## src/rtl/tdr_pkg.sv

```systemverilog
package tdr_pkg;
    typedef enum logic [1:0] {
        OP_HOLD    = 2'd0,
        OP_CAPTURE = 2'd1,
        OP_SHIFT   = 2'd2,
        OP_UPDATE  = 2'd3
    } tdr_op_e;
endpackage

```

## src/rtl/tdr_op_decode.sv

```systemverilog
module tdr_op_decode
    import tdr_pkg::*;
(
    input  logic    sel_i,
    input  logic    cap_i,
    input  logic    shf_i,
    input  logic    upd_i,
    output tdr_op_e op_o
);
    tdr_op_e op_next;

    // State selection: only a single enable under select leaves HOLD
    always_comb begin
        op_next = OP_HOLD;
        if (sel_i) begin
            unique case ({cap_i, shf_i, upd_i})
                3'b100:  op_next = OP_CAPTURE;
                3'b010:  op_next = OP_SHIFT;
                3'b001:  op_next = OP_UPDATE;
                default: op_next = OP_HOLD;
            endcase
        end
    end

    // Output process
    always_comb begin
        op_o = op_next;
    end
endmodule

```

## src/rtl/tdr_shift_stage.sv

```systemverilog
module tdr_shift_stage
    import tdr_pkg::*;
#(
    parameter int LEN = 8
) (
    input  logic           tck,
    input  logic           rst_n,
    input  tdr_op_e        op_i,
    input  logic           si_i,
    input  logic [LEN-1:0] cap_d_i,
    output logic [LEN-1:0] sh_q
);
    always_ff @(posedge tck or negedge rst_n) begin
        if (!rst_n) begin
            sh_q <= '0;
        end else begin
            case (op_i)
                OP_CAPTURE: sh_q <= cap_d_i;
                OP_SHIFT:   sh_q <= {si_i, sh_q[LEN-1:1]};
                default:    sh_q <= sh_q;
            endcase
        end
    end

    p_capture_load_r6: assert property (@(posedge tck) disable iff (!rst_n)
        (op_i == OP_CAPTURE) |=> (sh_q == $past(cap_d_i)));

    p_shift_move_r2: assert property (@(posedge tck) disable iff (!rst_n)
        (op_i == OP_SHIFT) |=> (sh_q == {$past(si_i), $past(sh_q[LEN-1:1])}));
endmodule

```

## src/rtl/tdr_update_stage.sv

```systemverilog
module tdr_update_stage
    import tdr_pkg::*;
#(
    parameter int             LEN     = 8,
    parameter logic [LEN-1:0] WR_MASK = 8'h3F,
    parameter logic [LEN-1:0] RST_VAL = 8'h28
) (
    input  logic           tck,
    input  logic           rst_n,
    input  tdr_op_e        op_i,
    input  logic [LEN-1:0] sh_i,
    output logic [LEN-1:0] upd_q
);
    localparam logic [LEN-1:0] RST_EFF = RST_VAL & WR_MASK;

    always_ff @(posedge tck or negedge rst_n) begin
        if (!rst_n) begin
            upd_q <= RST_EFF;
        end else if (op_i == OP_UPDATE) begin
            upd_q <= (sh_i & WR_MASK) | (upd_q & ~WR_MASK);
        end
    end

    p_latch_hold_r4: assert property (@(posedge tck) disable iff (!rst_n)
        (op_i != OP_UPDATE) |=> $stable(upd_q));
endmodule

```

## src/rtl/tdr_scan_retime.sv

```systemverilog
module tdr_scan_retime (
    input  logic tck,
    input  logic rst_n,
    input  logic d_i,
    output logic q_o
);
    always_ff @(negedge tck or negedge rst_n) begin
        if (!rst_n) q_o <= 1'b0;
        else        q_o <= d_i;
    end
endmodule

```

## src/rtl/tdr_instr_if.sv

```systemverilog
module tdr_instr_if
    import tdr_pkg::*;
#(
    parameter int             LEN     = 8,
    parameter logic [LEN-1:0] WR_MASK = 8'h3F,
    parameter logic [LEN-1:0] RD_MASK = 8'hFC,
    parameter logic [LEN-1:0] RST_VAL = 8'h28
) (
    input  logic           tck,
    input  logic           rst_n,
    input  logic           sel,
    input  logic           capture_en,
    input  logic           shift_en,
    input  logic           update_en,
    input  logic           scan_in,
    output logic           scan_out,
    input  logic [LEN-1:0] resp_in,
    output logic [LEN-1:0] ctrl_out
);
    tdr_op_e        op;
    logic [LEN-1:0] sh_vec;
    logic [LEN-1:0] upd_vec;
    logic [LEN-1:0] cap_vec;

    // Readable bits take the instrument response, the rest their own latch
    assign cap_vec  = (resp_in & RD_MASK) | (upd_vec & ~RD_MASK);
    assign ctrl_out = upd_vec;

    tdr_op_decode u_dec (
        .sel_i (sel),
        .cap_i (capture_en),
        .shf_i (shift_en),
        .upd_i (update_en),
        .op_o  (op)
    );

    tdr_shift_stage #(.LEN(LEN)) u_shf (
        .tck     (tck),
        .rst_n   (rst_n),
        .op_i    (op),
        .si_i    (scan_in),
        .cap_d_i (cap_vec),
        .sh_q    (sh_vec)
    );

    tdr_update_stage #(.LEN(LEN), .WR_MASK(WR_MASK), .RST_VAL(RST_VAL)) u_upd (
        .tck   (tck),
        .rst_n (rst_n),
        .op_i  (op),
        .sh_i  (sh_vec),
        .upd_q (upd_vec)
    );

    tdr_scan_retime u_so (
        .tck   (tck),
        .rst_n (rst_n),
        .d_i   (sh_vec[0]),
        .q_o   (scan_out)
    );

    p_sout_align_r3: assert property (@(posedge tck) disable iff (!rst_n)
        scan_out == sh_vec[0]);

    p_desel_hold_r7: assert property (@(posedge tck) disable iff (!rst_n)
        !sel |=> ($stable(sh_vec) && $stable(ctrl_out)));

    p_multi_hold_r8: assert property (@(posedge tck) disable iff (!rst_n)
        (sel && ($countones({capture_en, shift_en, update_en}) > 1))
        |=> ($stable(sh_vec) && $stable(ctrl_out)));

    p_ro_nolatch_r5: assert property (@(posedge tck) disable iff (!rst_n)
        (ctrl_out & ~WR_MASK) == '0);
endmodule

```

## config.mk

```make
export PLATFORM = sky130hd
export DESIGN_NAME = tdr_instr_if
export DESIGN_NICKNAME = d
export VERILOG_FILES = /design/src/rtl/tdr_pkg.sv /design/src/rtl/tdr_op_decode.sv /design/src/rtl/tdr_shift_stage.sv /design/src/rtl/tdr_update_stage.sv /design/src/rtl/tdr_scan_retime.sv /design/src/rtl/tdr_instr_if.sv
export SDC_FILE = /design/constraint.sdc
export NUM_CORES = 1
export LEC_CHECK = 0
export ABC_AREA = 1
export CORE_UTILIZATION = 51
export CTS_BUF_LIST = sky130_fd_sc_hd__clkbuf_8
export CTS_CLUSTER_DIAMETER = 150
export DETAILED_ROUTE_END_ITERATION = 6
export PLACE_DENSITY = 0.92
export SETUP_SLACK_MARGIN = 0.15
export SYNTH_ARGS = -nofsm -noshare
export SYNTH_HDL_FRONTEND = slang
export SYNTH_HIERARCHICAL = 1
export SYNTH_SLANG_ARGS = --single-unit
```

## constraint.sdc

```tcl
create_clock -name tck -period 1.4 [get_ports tck]
set_clock_uncertainty 0.2 [all_clocks]
set_input_delay 0.28 -clock tck [delete_from_list [all_inputs] [get_ports tck]]
set_output_delay 0.28 -clock tck [all_outputs]
set_load 0.05 [all_outputs]
```

==> results of run 1 <==
[synthesized netlist by cell type]
cell type | count | area [µm²]
nand3_1 | 14 | 70.1
nand2_1 | 52 | 195
dfrtp_1 | 12 | 300
dfrtn_1 | 1 | 25.0
ha_1 | 1 | 12.5
nand2_2 | 1 | 6.26
inv_2 | 3 | 11.3
conb_1 | 1 | 3.75
inv_1 | 19 | 71.3
buf_4 | 3 | 22.5
nor2_2 | 2 | 12.5
dfstp_2 | 2 | 52.6
buf_2 | 1 | 5.00
[kinds of logic after synthesis]
family	count (synthesis)	share of synthesized area, %
AND/OR/NAND/NOR	69	36.0
buffers and inverters	26	14.0
flip-flops	15	47.9
adder cells (fa/ha/maj)	1	1.59
other	1	0.476
[per-stage QoR]
step                      utilization, %  std cells  setup TNS [ps]
after global placement              85.0        147           -7370
after CTS                           93.1        158            -702
after detailed placement            85.0        147           -8060
after floorplan                        -        113           -1060
[timing repair]
item,4_1_cts
buffers inserted,7
gates resized for setup,31
hold buffers,0
pin swaps,6
setup endpoints to repair,22
==> impl_metrics.toml, run 1 <==
[clocking]
cts_sinks = 15
htree_levels = 1
cts_buffer_depth = 2
cts_buffers = 3
root_buffer = "clkbuf_8"

[place]
port_buffers = 19
pre_cts_ws_ps = -643
placed_area_um2 = 1160
hpwl_um = 1390
place_congestion = 0.784

[synth]
synth_seq_cells = 15
synth.distinct_cells = 13
syn_avg_cell_area_um2 = 7.04
syn_inst = 112
yosysWarnings = 6
syn_area_um2 = 788
synth_seq_area_share_pct = 47.9

[timing]
crit_endpoint = "scan_out"
worst-ep-kind = "output port"

[status]
stop_stage = "global routing"
toolErrorMsg = "[ERROR DPL-0038] Utilization greater than 100%, impossible to legalize"
status = "aborted with a tool error"

[floorplan]
die_h_um = 41.3
std_cell_rows = 13
design.portCount = 24
start_util_pct = 57.7
dieWidth_um = 41.3

[global_route]
grt_max_degree = 15
==> run 2: changes to the inputs <==
--- a/config.mk
+++ b/config.mk
@@ -6,12 +6,10 @@
 export NUM_CORES = 1
 export LEC_CHECK = 0
 export ABC_AREA = 1
-export CORE_UTILIZATION = 51
-export CTS_BUF_LIST = sky130_fd_sc_hd__clkbuf_8
-export CTS_CLUSTER_DIAMETER = 150
+export CORE_AREA = 2 2 63 65
 export DETAILED_ROUTE_END_ITERATION = 6
-export PLACE_DENSITY = 0.92
-export SETUP_SLACK_MARGIN = 0.15
+export DIE_AREA = 0 0 65 67
+export PLACE_DENSITY_LB_ADDON = 0.15
 export SYNTH_ARGS = -nofsm -noshare
 export SYNTH_HDL_FRONTEND = slang
 export SYNTH_HIERARCHICAL = 1
==> run 2 against run 1 <==
  * The flow now finishes, with violations (negative setup slack)
  * Synthesized area unchanged
  * Synthesized cell count unchanged
==> impl_metrics.toml, run 2 <==
[status]
status = "complete, but fails checks"
violations = "negative setup slack"

[worst_setup_path]
cp-end-kind = "output port"
crit_type = "reg2out"
r2r_setup_slack_ps = -10
crit_chain = "buf_12"
cp_num_buf_inv = 1
critPathMaxStageDelay_ps = 430
crit_family = "flip-flops"
slowest_stage = "dfrtn_1"
reg2reg_depth = 0
cp_data_arrival_time_ps = 1540
worstSetupPathDepth = 1
crit_path_start_kind = "flop"
cp_max_fo = 1
required_ps = 920

[clocking]
path_clk_slew_ps = 60
cts_sinks = 15
clock_latency_ps = 240
root_buffer = "clkbuf_8"
cts_tree = "yes"
hold_buffers = 0
htree_levels = 1
cts_buffers = 3
cts_buffer_depth = 2

[power]
p_sw_share_pct = 36.0
power_frac_clock_pct = 21.9
p_int_mw = 1.04
power.share.combinational_pct = 39.1
max-vdd-ir-drop_mv = 0.328
seq_power_share_pct = 39.0
leakagePower_nw = 0.663
powerDensity_nw_per_um2 = 1270
power.switching_mw = 0.585

[synth]
async_flop_share_pct = 100
synth_seq_cells = 15
netlist_top_cells_count = "52 x nand2_1, 19 x inv_1, 14 x nand3_1"
ys_top_cells_by_area = "dfrtp_1 38%, nand2_1 25%, inv_1 9.0%, nand3_1 8.9%, dfstp_2 6.7%"
synth.distinct_cells = 13
yosysWarnings = 6
synth_area_leader_cell = "dfrtp_1"
yosysMostFrequentCell = "nand2_1"
syn_inst = 112
yosys_most_used_dff = "dfrtp_1"
syn_area_um2 = 788
synth_seq_area_share_pct = 47.9
synth_top_cell_area_share_pct = 38.1
synth-edff-count = 0
syn_avg_cell_area_um2 = 7.04

[final_layout]
syn_to_final_growth_pct = 62.7
final_area_um2 = 1280
final_cell_mix = "47 x nand2_1, 16 x inv_1, 12 x dfrtp_1"
top_register = "u_shf/sh_q"
post_route_cells_drive_above_1_share_pct = 32.6
multi_input_area_um2 = 379
top_regs = "u_shf/sh_q x8, u_upd/upd_q x6, u_so/q_o x1"
final_cells = 189
n_antenna_cell = 0
final_common_cell = "nand2_1"
utilization_pct = 35.6
regArea_um2 = 378
largest_reg_flops = 8
num-fill-cells = 387
final_nets = 158

[global_route]
grt_pass1_wl_um = 3080
grt_pass1_vias = 704
track_usage_pct = 9.38
grt_max_degree = 15
grt_overflow_total = 0
antenna_found_initial = 0

[floorplan]
dieArea_um2 = 4360
start_util_pct = 21.9
dieWidth_um = 65
design.portCount = 24
coreArea_um2 = 3610
std_cell_rows = 22
die_h_um = 67

[detailed_routing]
drtPass1Iterations = 4
via_per_inst = 3.81
drt_iter0_markers = 17
ant_nets = 0
totalWireLength_um = 1800
drc = 0
wl_per_cell_um = 9.50
route.vias.total = 721

[place]
port_buffers = 19
hpwl_um = 1390
place_congestion = 0.734
placedCellCount = 180
placed_area_um2 = 1200

[run]
drv_cap = 0

[timing]
hold_ws_ps = 184
rsz0062_at_grt = "yes"
finalHoldViolations = 0
setup_slack_ps = -617
finalSetupViolCount = 4
maxSlewViolCount = 0

[min_path]
hp-class = "in2async"
## run 2: cell counts after synthesis
No cell type changed its count.
## run 2: routing by layer
metal	wire length [µm]	up-vias	GRT usage [%]
li1	-	384	-
met1	852	315	12.2
met2	841	20	14.9
met3	94	2	2.03
met4	8	0	3.99
met5	0	-	0
## run 2: through the flow
stage / setup TNS [ps] / power [mW] / setup slack (ps)
2_1_floorplan: -1060 / 0.963 / -431
3_3_place_gp: -7630 / 1.27 / -608
3_5_place_dp: -7940 / 1.28 / -634
4_1_cts: -699 / 1.65 / -626
5_1_grt: -744 / 1.72 / -636
6_report: -664 / 1.63 / -617
## run 2: kinds of logic after synthesis
kind of cell	Yosys count	synth area share [%]
fa+ha+maj	1	1.59
buf+inv	26	14.0
flops	15	47.9
other cells	1	0.476
simple gates	69	36.0
## run 2: power groups by stage
stage | combinational, mW | sequential (mW) | clock [mW]
2_1_floorplan | 0.198 | 0.765 | 0
3_3_place_gp | 0.630 | 0.641 | 0
3_5_place_dp | 0.632 | 0.645 | 0
4_1_cts | 0.643 | 0.638 | 0.367
5_1_grt | 0.688 | 0.651 | 0.377
6_report | 0.635 | 0.634 | 0.356
## run 2: path summary, 6_finish.rpt
kind | from | to
max in group asynchronous | rst_n | u_so/q_o
worst min register to register | u_shf/sh_q[7] | u_shf/sh_q[7]
worst max-delay path | u_so/q_o | scan_out
worst min-delay path | rst_n | u_shf/sh_q[0]
worst max register to register | u_shf/sh_q[0] | u_so/q_o
min in group tck | u_shf/sh_q[7] | u_shf/sh_q[7]
## run 2: cell type report
class | count | area share [%]
clock buffer | 4 | 3.51
sequential | 15 | 29.5
tap | 48 | 4.68
multi-input combinational | 72 | 29.6
inverter | 22 | 8.00
timing repair buffer | 28 | 24.8
## run 2: repair_timing
item,CTS,global route
resized for setup,14,5
pin swaps,2,2
buffers inserted,5,0
cloned,0,0
hold endpoints to repair,0,0
setup endpoints to repair,18,12
No activity file was read; power rests on OpenSTA's default activity.
==> run 3: changes to the inputs <==
--- a/config.mk
+++ b/config.mk
@@ -6,6 +6,8 @@
 export NUM_CORES = 1
 export LEC_CHECK = 0
 export ABC_AREA = 1
+export CELL_PAD_IN_SITES_DETAIL_PLACEMENT = 1
+export CELL_PAD_IN_SITES_GLOBAL_PLACEMENT = 2
 export CORE_AREA = 2 2 63 65
 export DETAILED_ROUTE_END_ITERATION = 6
 export DIE_AREA = 0 0 65 67
==> run 3 against run 2 <==
  * Critical endpoint unchanged
  * Critical path type unchanged
  * The run still ends with negative setup slack left
  * Critical path depth is the same
  * Final area decreased by 0.78%
  * Core utilization fell by 0.28 points
  * Cell count fell by 1.1%
==> impl_metrics.toml, run 3 (synthesized netlist as in run 2, its figures left out) <==
[place]
place_congestion = 0.736
port_buffers = 19
placed_area_um2 = 1220
placedCellCount = 181
hpwl_um = 1590

[final_layout]
n_antenna_cell = 0
multi_input_area_um2 = 379
utilization_pct = 35.3
final_cell_mix = "47 x nand2_1, 16 x inv_1, 12 x dfrtp_1"
largest_reg_flops = 8
final_nets = 156
final_area_um2 = 1270
post_route_cells_drive_above_1_share_pct = 33.1
num-fill-cells = 442
syn_to_final_growth_pct = 61.4
final_cells = 187
regArea_um2 = 378
final_common_cell = "nand2_1"
top_regs = "u_shf/sh_q x8, u_upd/upd_q x6, u_so/q_o x1"
top_register = "u_shf/sh_q"

[floorplan]
die_h_um = 67
dieArea_um2 = 4360
std_cell_rows = 22
coreArea_um2 = 3610
start_util_pct = 21.9
design.portCount = 24
dieWidth_um = 65

[power]
max-vdd-ir-drop_mv = 0.397
powerDensity_nw_per_um2 = 1280
leakagePower_nw = 0.657

[detailed_routing]
drtPass1Iterations = 4
totalWireLength_um = 1990
via_per_inst = 4.02
ant_nets = 0
wl_per_cell_um = 10.6
drt_iter0_markers = 13
drc = 0
route.vias.total = 752

[clocking]
path_clk_slew_ps = 70
root_buffer = "clkbuf_8"
cts_tree = "yes"
cts_buffers = 3
htree_levels = 1
cts_buffer_depth = 2
cts_sinks = 15
clock_latency_ps = 250
hold_buffers = 0

[global_route]
antenna_found_initial = 0
grt_pass1_wl_um = 3590
grt_max_degree = 15
grt_overflow_total = 0
grt_pass1_vias = 787
track_usage_pct = 11.0

[min_path]
hp-class = "in2async"

[worst_setup_path]
r2r_setup_slack_ps = -20
slowest_stage = "dfrtn_1"
critPathMaxStageDelay_ps = 430
crit_path_start_kind = "flop"
crit_type = "reg2out"
cp_max_fo = 1
crit_chain = "buf_12"
required_ps = 920
cp-end-kind = "output port"
cp_num_buf_inv = 1
cp_data_arrival_time_ps = 1540
crit_family = "flip-flops"

[timing]
setup_slack_ps = -621
finalHoldViolations = 0
maxSlewViolCount = 0
finalSetupViolCount = 4
rsz0062_at_grt = "yes"

[status]
violations = "negative setup slack"
status = "complete, but fails checks"

[run]
drv_cap = 0
run 3: changes by cell type in the layout (fill, tap and decap cells not counted), sizes merged:
cell and change:
clkinv +1, buf -2, clkdlybuf4s15 -1
run 3: metrics by stage:
step,TNS (ps),hold slack (ps),setup slack (ps),total power [mW]
2_1_floorplan,-1060,-216,-431,0.963
3_3_place_gp,-7830,263,-618,1.28
3_5_place_dp,-8090,266,-645,1.29
4_1_cts,-721,198,-633,1.66
5_1_grt,-771,235,-641,1.74
6_report,-677,191,-621,1.63
run 3: cell type report:
class	count	area share [%]
multi-input combinational	72	29.8
sequential	15	29.7
timing repair buffer	26	24.1
inverter	22	8.06
tap	48	4.72
clock buffer	3	3.24
clock inverter	1	0.393
run 3: final timing paths:
kind / endpoint / cells past startpoint / from
min reg2reg: u_shf/sh_q[7] / 2 / u_shf/sh_q[7]
min in group tck: u_shf/sh_q[7] / 2 / u_shf/sh_q[7]
max: scan_out / 1 / u_so/q_o
min: u_upd/upd_q[1] / 2 / rst_n
max reg2reg: u_so/q_o / 0 / u_shf/sh_q[0]
max in group asynchronous: u_so/q_o / 1 / rst_n
run 3: power breakdown:
| part | switching (mW) | internal [mW] |
|---|---|---|
| registers | 0.0877 | 0.544 |
| clock network | 0.164 | 0.197 |
| logic | 0.344 | 0.294 |
run 3: layer usage:
metal / share of wire (%) / vias to the layer above / global-route usage (%)
li1: - / 380 / -
met1: 46 / 353 / 12.4
met2: 49 / 17 / 20.0
met3: 4.3 / 2 / 3.21
met4: 0.86 / 0 / 3.19
met5: 0 / - / 0
run 3: what timing repair did:
| action | 4_1_cts | 5_1_grt |
|---|---|---|
| pin swaps | 2 | 2 |
| setup buffers | 2 | 0 |
| gates resized for setup | 14 | 4 |
| setup endpoints to repair | 18 | 12 |
